File: config.mk
export PLATFORM = sky130hd
export DESIGN_NAME = flr_req_gate
export DESIGN_NICKNAME = d
export VERILOG_FILES = /design/src/rtl/flr_req_gate.sv
export SDC_FILE = /design/constraint.sdc
export NUM_CORES = 1
export LEC_CHECK = 0
export ABC_AREA = 1
export BUFFER_PORTS_ARGS = -buffer_cell sky130_fd_sc_hd__buf_4
export CAP_MARGIN = 15
export CORE_AREA = 2 2 92 94
export DETAILED_ROUTE_END_ITERATION = 16
export DIE_AREA = 0 0 94 96
export PLACE_DENSITY_LB_ADDON = 0.08
export SETUP_SLACK_MARGIN = 0.4
export SLEW_MARGIN = 10
export SYNTH_ARGS = -nofsm -noshare
export SYNTH_HDL_FRONTEND = slang
export SYNTH_SLANG_ARGS = --single-unit
File: constraint.sdc
create_clock -name clk -period 3.2 [get_ports clk]
set_input_delay 0.64 -clock clk [delete_from_list [all_inputs] [get_ports clk]]
set_output_delay 0.64 -clock clk [all_outputs]
set_load 0.02 [all_outputs]
File: src/rtl/flr_req_gate.sv
module flr_req_gate #(
  parameter int NUM_FN = 3,
  parameter int FN_W   = 2,
  parameter int TAG_W  = 8,
  parameter int DATA_W = 32,
  parameter int REG_W  = 64
) (
  input  logic              clk,
  input  logic              rst_n,
  input  logic              soft_rst,
  input  logic [NUM_FN-1:0] flr_enter,
  input  logic              reg_wr,
  input  logic              reg_sel,
  input  logic [REG_W-1:0]  reg_wdata,
  output logic [REG_W-1:0]  reg_rdata,
  input  logic              req_valid,
  input  logic [1:0]        req_kind,
  input  logic [FN_W-1:0]   req_fn,
  input  logic [TAG_W-1:0]  req_tag,
  input  logic [DATA_W-1:0] req_data,
  output logic              core_valid,
  output logic [1:0]        core_kind,
  output logic [FN_W-1:0]   core_fn,
  output logic [TAG_W-1:0]  core_tag,
  output logic [DATA_W-1:0] core_data,
  output logic              errcpl_valid,
  output logic [FN_W-1:0]   errcpl_fn,
  output logic [TAG_W-1:0]  errcpl_tag,
  output logic              irq
);

  logic [NUM_FN-1:0] stop_q, err_q, fn_hit, drop_vec, stop_clr, err_clr;
  logic drop;

  always_comb
    for (int i = 0; i < NUM_FN; i++) fn_hit[i] = (req_fn == FN_W'(i));

  assign drop_vec = (req_valid && !req_kind[1]) ? (fn_hit & stop_q) : '0;
  assign drop     = |drop_vec;
  assign stop_clr = (reg_wr && !reg_sel) ? reg_wdata[NUM_FN-1:0] : '0;
  assign err_clr  = (reg_wr &&  reg_sel) ? reg_wdata[NUM_FN-1:0] : '0;

  always_ff @(posedge clk or negedge rst_n)
    if (!rst_n) begin
      stop_q       <= '0;
      err_q        <= '0;
      errcpl_valid <= 1'b0;
      errcpl_fn    <= '0;
      errcpl_tag   <= '0;
    end else begin
      stop_q       <= (stop_q & ~stop_clr) | flr_enter;
      err_q        <= (err_q & ~err_clr) | drop_vec;
      errcpl_valid <= drop && req_kind == 2'd1;
      if (drop && req_kind == 2'd1) begin
        errcpl_fn  <= req_fn;
        errcpl_tag <= req_tag;
      end
    end

  assign core_valid = req_valid && !drop;
  assign core_kind  = req_kind;
  assign core_fn    = req_fn;
  assign core_tag   = req_tag;
  assign core_data  = req_data;
  assign irq        = |err_q;
  assign reg_rdata  = REG_W'(reg_sel ? err_q : stop_q);

  logic unused_bits;
  assign unused_bits = &{1'b0, soft_rst, reg_wdata[REG_W-1:NUM_FN]};

  a_r2_flr_sets: assert property (@(posedge clk) disable iff (!rst_n)
    |flr_enter |=> ((stop_q & $past(flr_enter)) == $past(flr_enter)));

  a_r4_no_fwd_stopped: assert property (@(posedge clk) disable iff (!rst_n)
    (req_valid && !req_kind[1] && |(fn_hit & stop_q)) |-> !core_valid);

  a_r5_np_err_cpl: assert property (@(posedge clk) disable iff (!rst_n)
    (req_valid && req_kind == 2'd1 && !core_valid) |=> errcpl_valid);

  a_r6_drop_irq: assert property (@(posedge clk) disable iff (!rst_n)
    (req_valid && !core_valid) |=> irq);

  a_r7_cpl_pass: assert property (@(posedge clk) disable iff (!rst_n)
    (req_valid && req_kind[1]) |-> core_valid);

  a_r8_soft_ignored: assert property (@(posedge clk) disable iff (!rst_n)
    (soft_rst && flr_enter == '0 && !(reg_wr && !reg_sel)) |=> $stable(stop_q));

endmodule

Word level (Yosys, flattened, before mapping). Index checks and enable logic that the tools add are counted. W data, S select, Z words.

Output and inout bits: 121. Bits of input ports: 117. Word-level logic and storage cells: 30. Register bits: 17.

Bitwise gates (word level): 7. Reduce and logical (&&, ||, !) cells: 11. Multiplexer cells: 4. Equal/unequal tests: 3.

Operators by type and width (number): $mux W3 (4); $and A3 B3 Y3 (3); $not A3 Y3 (2); $or A3 B3 Y3 (2); $reduce_or A3 Y1 (2); $logic_and A1 B1 Y1 (5); $eq A2 B1 Y1 const B (2); $logic_not A1 Y1 (3); $eq A2 B2 Y1 const B (1); $logic_not A2 Y1 (1).

Logic depth before layout (Yosys ltp). Gate-level depths: netlist (run 1).

Depth after elaboration: 6. Gate-level depth with buffers: 9. Mapped depth without buffers: 8.

Worst setup path after synthesis (run 1). OpenSTA, ideal clock, no wires.

Kind: input -> output. Start point: in req_fn[0]. End point: out core_valid. Stages: 6. Path slack: 1.174 ns. Data arrival time: 1.386 ns. Path through: nand2_1 -> inv_1 -> o21ai_1 -> nand2_2 -> buf_4 -> nor2_1.

Cells in the longest elaborated chain, start to end: 6. Elaborated cells between the ends (all ways): 8. Those cells by class: 2 x eq/ne; 1 x mux; 1 x bitwise; 4 x reduce/logical.

RTL lines: start: declaration (RTL line 18) `input logic [FN_W-1:0] req_fn,`; $eq A2 B1 Y1, or another cell as far along (RTL line 36) `for (int i = 0; i < NUM_FN; i++) fn_hit[i] = (req_fn == FN_W'(i));`; $and A3 B3 Y3 * (RTL line 38) `assign drop_vec = (req_valid && !req_kind[1]) ? (fn_hit & stop_q) : '0;`; $mux W3 * (RTL line 38); $reduce_or A3 Y1 * (RTL line 39) `assign drop = |drop_vec;`; $logic_not A1 Y1 * (RTL line 60) `assign core_valid = req_valid && !drop;`; $logic_and A1 B1 Y1 * (RTL line 60); end: declaration (RTL line 21) `output logic core_valid,`.

Mark *: on every way between the ends. The rest lies on a longest branch, timed or not.

Worst setup path after layout (run 1).
Start point: in req_kind[1]. End point: out core_valid.

Cells in the longest elaborated chain, start to end: 6.

RTL lines: start: declaration (RTL line 17) `input logic [1:0] req_kind,`; $logic_not A1 Y1 (RTL line 38); $logic_and A1 B1 Y1 (RTL line 38); $mux W3 (RTL line 38); $reduce_or A3 Y1 (RTL line 39); $logic_not A1 Y1 (RTL line 60); $logic_and A1 B1 Y1 (RTL line 60).

No other way between the ends.

==> metrics.txt, run 1 <==
outcome finished clean; Filler cells 939; data arrival time of the worst path 1560 ps; cell row count 33; RSZ-0062 raised after global routing no; pin count of the biggest net entering global routing 18; Final Util 19.2%; Tmin final 2200 ps; startpoint types input port; Port Buf Inserts 50; Post-CTS Setup Inserts 0; I/O pin cnt 238; Yosys Warn Count 0; DP Wirelength 2.79 mm; hold_buf cts 0; CTS clk-pin slew, worst paths 70 ps; Clock Path Buffers 2; antenna violations before repair 0; Root Driver clkbuf_8; Pwr Density 469 nW/um2; die height 96 um; r2r endpoint errcpl_fn[0]$_DFFE_PN0P_; kind of critical path input port to output pin; post-synthesis cell area 1580 um2; area grow syn2layout -1.67%; gpl congestion 0.656; Final Hold Violating Endpoints 0; reg-to-reg setup timing slack 1810 ps; total number of vias 963; Routed Wire Length 3.41 mm; Inst Count DP 311; Final period util 68.7%; vias per cell 3.06; number of diodes 0; Iter 0 DRT Violations 13; post-place setup slack 963 ps; CTS tree done; worst hold slack 246 ps; Leak Pwr 0.927 nW; Max Clock Freq 455 MHz; Reg2Reg Depth 7; initial core utilization 19.6%; core area 8050 um2; GRT overflow 0; 1st-pass router iterations 4; Mean Syn Cell Area 7.76 um2; CTS Buf Count 3; Seq/Total Area, Yosys 27.0%; Final WS setup 1000 ps; FF-to-FF Start stop_q[0]$_DFF_PN0_; share of layout cells above drive strength 1 27.6%; maxcap violations 0; # setup viols final 0; library cells used by synthesis 16; worst skew pair latency 250 ps; Max H-tree Level 1; number of global-route vias before repair 964; flops & latches, synth 17; Slew Limit Fails 0; Tot GR Track Use 7.57%; Worst Path Max Fanout 12; Chip Width 94 um; DR DRC count 0; Critical Path RT 2560 ps; remaining antenna violation count 0; most used cell, CP buf_4; Hold Crit Class input port to asynchronous set/reset pin; Max IR drop VDD 97.9 uV; Non-Filler Instances 315; final net count 328; die area 9020 um2; synthesized instance count 203; routed wire length per instance 10.8 um; slowest CP cell nand2_2; Num Clock Sinks 17; first-pass GRT wire length 5.11 mm; TNS Setup 0 ps; Worst Skew 1.73 ps; post-cts resize count 0; Critical Path, Cell by Cell buf_4 -> inv_1 -> nand2_1 -> nor2_2 -> o21ai_1 -> nand2_2 -> nor2_1 -> buf_4; CP max stage delay 230 ps; Setup crit end kind output pin
-- through the flow --
step	power, mW	area [um2]
2_1_floorplan	0.574	1800
3_3_place_gp	0.571	1500
3_5_place_dp	0.572	1500
4_1_cts	0.745	1550
5_1_grt	0.783	1550
6_report	0.727	1550
-- power by group --
group / internal [mW] / switching, mW / total, mW
combinational: 0.0970 / 0.190 / 0.287
sequential: 0.254 / 0.0213 / 0.275
clock: 0.0865 / 0.0786 / 0.165
-- area by class of cell --
class	count	area, um2	area share, %
clock inverters	1	5.00	0.323
flip-flops and latches	17	425	27.5
clock buffers	3	41.3	2.67
multi-input cells	125	514	33.2
well taps	105	131	8.48
repair buffers	51	383	24.7
inverters	13	48.8	3.15
-- flip-flops by register name, indices dropped and copies added (netlist names) --
name	count
err_q	3
errcpl_tag	8
stop_q	3
errcpl_fn	2
errcpl_valid	1
-- worst max-delay path by stage --
stage	cells past startpoint	slack, ps	from	to
final	8	1000	req_kind[1]	core_valid
after global routing	7	890	req_fn[0]	core_valid
after CTS	7	960	req_fn[0]	core_valid
after detailed placement	7	960	req_fn[0]	core_valid
after global placement	8	970	req_kind[1]	core_valid
after floorplan	6	1170	req_fn[0]	core_valid
-- cell usage in the layout, fill, tap and decap left out, drive strengths merged --
cell	count
buf	51
clkbuf	3
clkinv	1
conb	61
dfrtp	17
inv	13
nand2	34
nand3	10
nand4	1
nor2	8
o21ai	7
o21bai	3
or3	1
-- synthesized netlist by cell type --
library cell / instances / area (um2)
o21ai_0: 6 / 30.0
dfrtp_1: 17 / 425
buf_6: 1 / 11.3
o21ai_1: 1 / 5.00
buf_2: 1 / 5.00
conb_1: 1 / 3.75
nand3_1: 10 / 50.1
nand4_1: 1 / 6.26
nand2_1: 32 / 120
o21bai_1: 3 / 22.5
inv_1: 13 / 48.8
nor2_1: 7 / 26.3
nor2_2: 1 / 6.26
or3_1: 1 / 6.26
nand2_2: 2 / 12.5
buf_4: 106 / 796
-- metal layers --
layer | global-route usage [%] | routed length [um] | up-vias
met5 | 0 | 0 | -
met4 | 1.93 | 32 | 0
met3 | 6.03 | 640 | 8
met2 | 11.3 | 1380 | 83
met1 | 8.39 | 1360 | 406
li1 | - | - | 466
-- worst max-delay path, delay by kind of cell --
kind	cells	cell delay, ps
and+or+nand+nor	4	470
buffers and inverters	3	340
AOI/OAI and AO/OA	1	100
-- kinds of logic after synthesis --
logic type	after synthesis	synth area share (%)
simple gates	54	14.5
flops	17	27.0
compound gates	10	3.65
buf+inv	121	54.6
other cells	1	0.238
Power figures use the tool's default switching activity.
==> inputs of run 2 (changes only) <==
clock period = 1.89 ns   (was 3.2 ns; I/O delays follow)
==> metrics.txt, run 2 (synthesized netlist as in run 1, its figures left out) <==
outcome finished clean; Clock Path Buffers 2; GRT overflow 0; Inst Count DP 312; kind of critical path flip-flop to output pin; startpoint types flip-flop; Tot GR Track Use 7.34%; Final period util 82.8%; die height 96 um; Critical Path RT 1510 ps; die area 9020 um2; post-route cell area 1630 um2; initial core utilization 19.6%; commonest non-fill, non-tap cells in the layout conb_1, buf_4, nand2_1, dfrtp_1, inv_1; placed inst area 1510 um2; # setup viols final 0; Pwr Density 771 nW/um2; pin count of the biggest net entering global routing 18; Non-Filler Instances 320; Worst Path Max Fanout 2; GR peak layer met2; CTS tree done; data arrival time of the worst path 1190 ps; RSZ-0062 raised after global routing yes; Port Buf Inserts 50; first-pass GRT wire length 4.96 mm; total number of vias 998; antenna violations before repair 0; Final Util 20.3%; most common cell after layout, fill and taps aside conb_1; Filler cells 924; core area 8050 um2; Max Clock Freq 639 MHz; Final Hold Violating Endpoints 0; area grow syn2layout 3.65%; Slew Limit Fails 0; routing usage on met2 10.6%; Num Clock Sinks 17; met1 Use GR 8.39%; I/O pin cnt 238; Chip Width 94 um; number of global-route vias before repair 889; TNS Setup 0 ps; max reg flops 8; Iter 0 DRT Violations 11; remaining antenna violation count 0; cell row count 33; CTS clk-pin slew, worst paths 70 ps; DP Wirelength 2.85 mm; share of layout cells above drive strength 1 31.6%; routed wire length per instance 10.7 um; Tmin final 1570 ps; Routed Wire Length 3.43 mm; Setup crit end kind output pin; Largest regs errcpl_tag x8, err_q x3, stop_q x3; vias per cell 3.12; Top reg by flops errcpl_tag; number of diodes 0; gpl congestion 0.650; DR DRC count 0; worst skew pair latency 250 ps; CTS Buf Count 3; grt met3 use 5.87%; Leak Pwr 0.958 nW; maxcap violations 0; Max IR drop VDD 207 uV; post-place setup slack 260 ps; Tot Pwr 1.26 mW; Worst Skew 4.32 ps; Root Driver clkbuf_8; Hold Crit Class input port to flip-flop; 1st-pass router iterations 3; Max H-tree Level 1; final net count 333; Final WS setup 325 ps; worst hold slack 322 ps
run 2: final timing paths:
| kind | depth (start not counted) | from | slack [ps] | endpoint |
|---|---|---|---|---|
| max | 6 | stop_q[1]$_DFF_PN0_ | 320 | core_valid |
| min | 2 | flr_enter[2] | 320 | stop_q[2]$_DFF_PN0_ |
| max reg2reg | 9 | stop_q[1]$_DFF_PN0_ | 560 | errcpl_fn[0]$_DFFE_PN0P_ |
| min reg2reg | 2 | errcpl_tag[5]$_DFFE_PN0P_ | 480 | errcpl_tag[5]$_DFFE_PN0P_ |
| max in group asynchronous | 2 | rst_n | 1150 | stop_q[2]$_DFF_PN0_ |
| min in group asynchronous | 2 | rst_n | 540 | errcpl_tag[3]$_DFFE_PN0P_ |
run 2: routing by layer:
layer | vias to the layer above | wire length, um
met3 | 12 | 659
met5 | - | 0
met1 | 422 | 1380
li1 | 476 | -
met2 | 88 | 1350
met4 | 0 | 42
run 2: critical path: stages, from the launching register on:
cell     delay, ps
dfrtp_1        380
nand2_1         60
inv_1           60
o21ai_2        140
nand2_2         90
nor2_4          90
buf_6          120
run 2: area by class of cell:
class	instances	area, um2	share of cell area [%]
multi-input cells	125	551	33.7
repair buffers	56	430	26.4
flip-flops and latches	17	425	26.1
well taps	105	131	8.05
inverters	13	48.8	2.99
clock buffers	3	41.3	2.53
clock inverters	1	5.00	0.307
run 2: timing repair:
action                                  in CTS  in global routing
endpoints found under the setup margin       2                 14
setup buffers                                3                  0
hold buffers                                 1                  0
pin swaps                                    3                  1
resized for setup                            5                  6
endpoints found under the hold margin       17                  0
run 2: power by group:
part	total (mW)	switching [mW]	internal [mW]	leakage [nW]
logic	0.514	0.330	0.185	0.726
registers	0.468	0.0387	0.430	0.206
clock network	0.276	0.129	0.146	0.0255
total	1.26	0.498	0.761	0.958
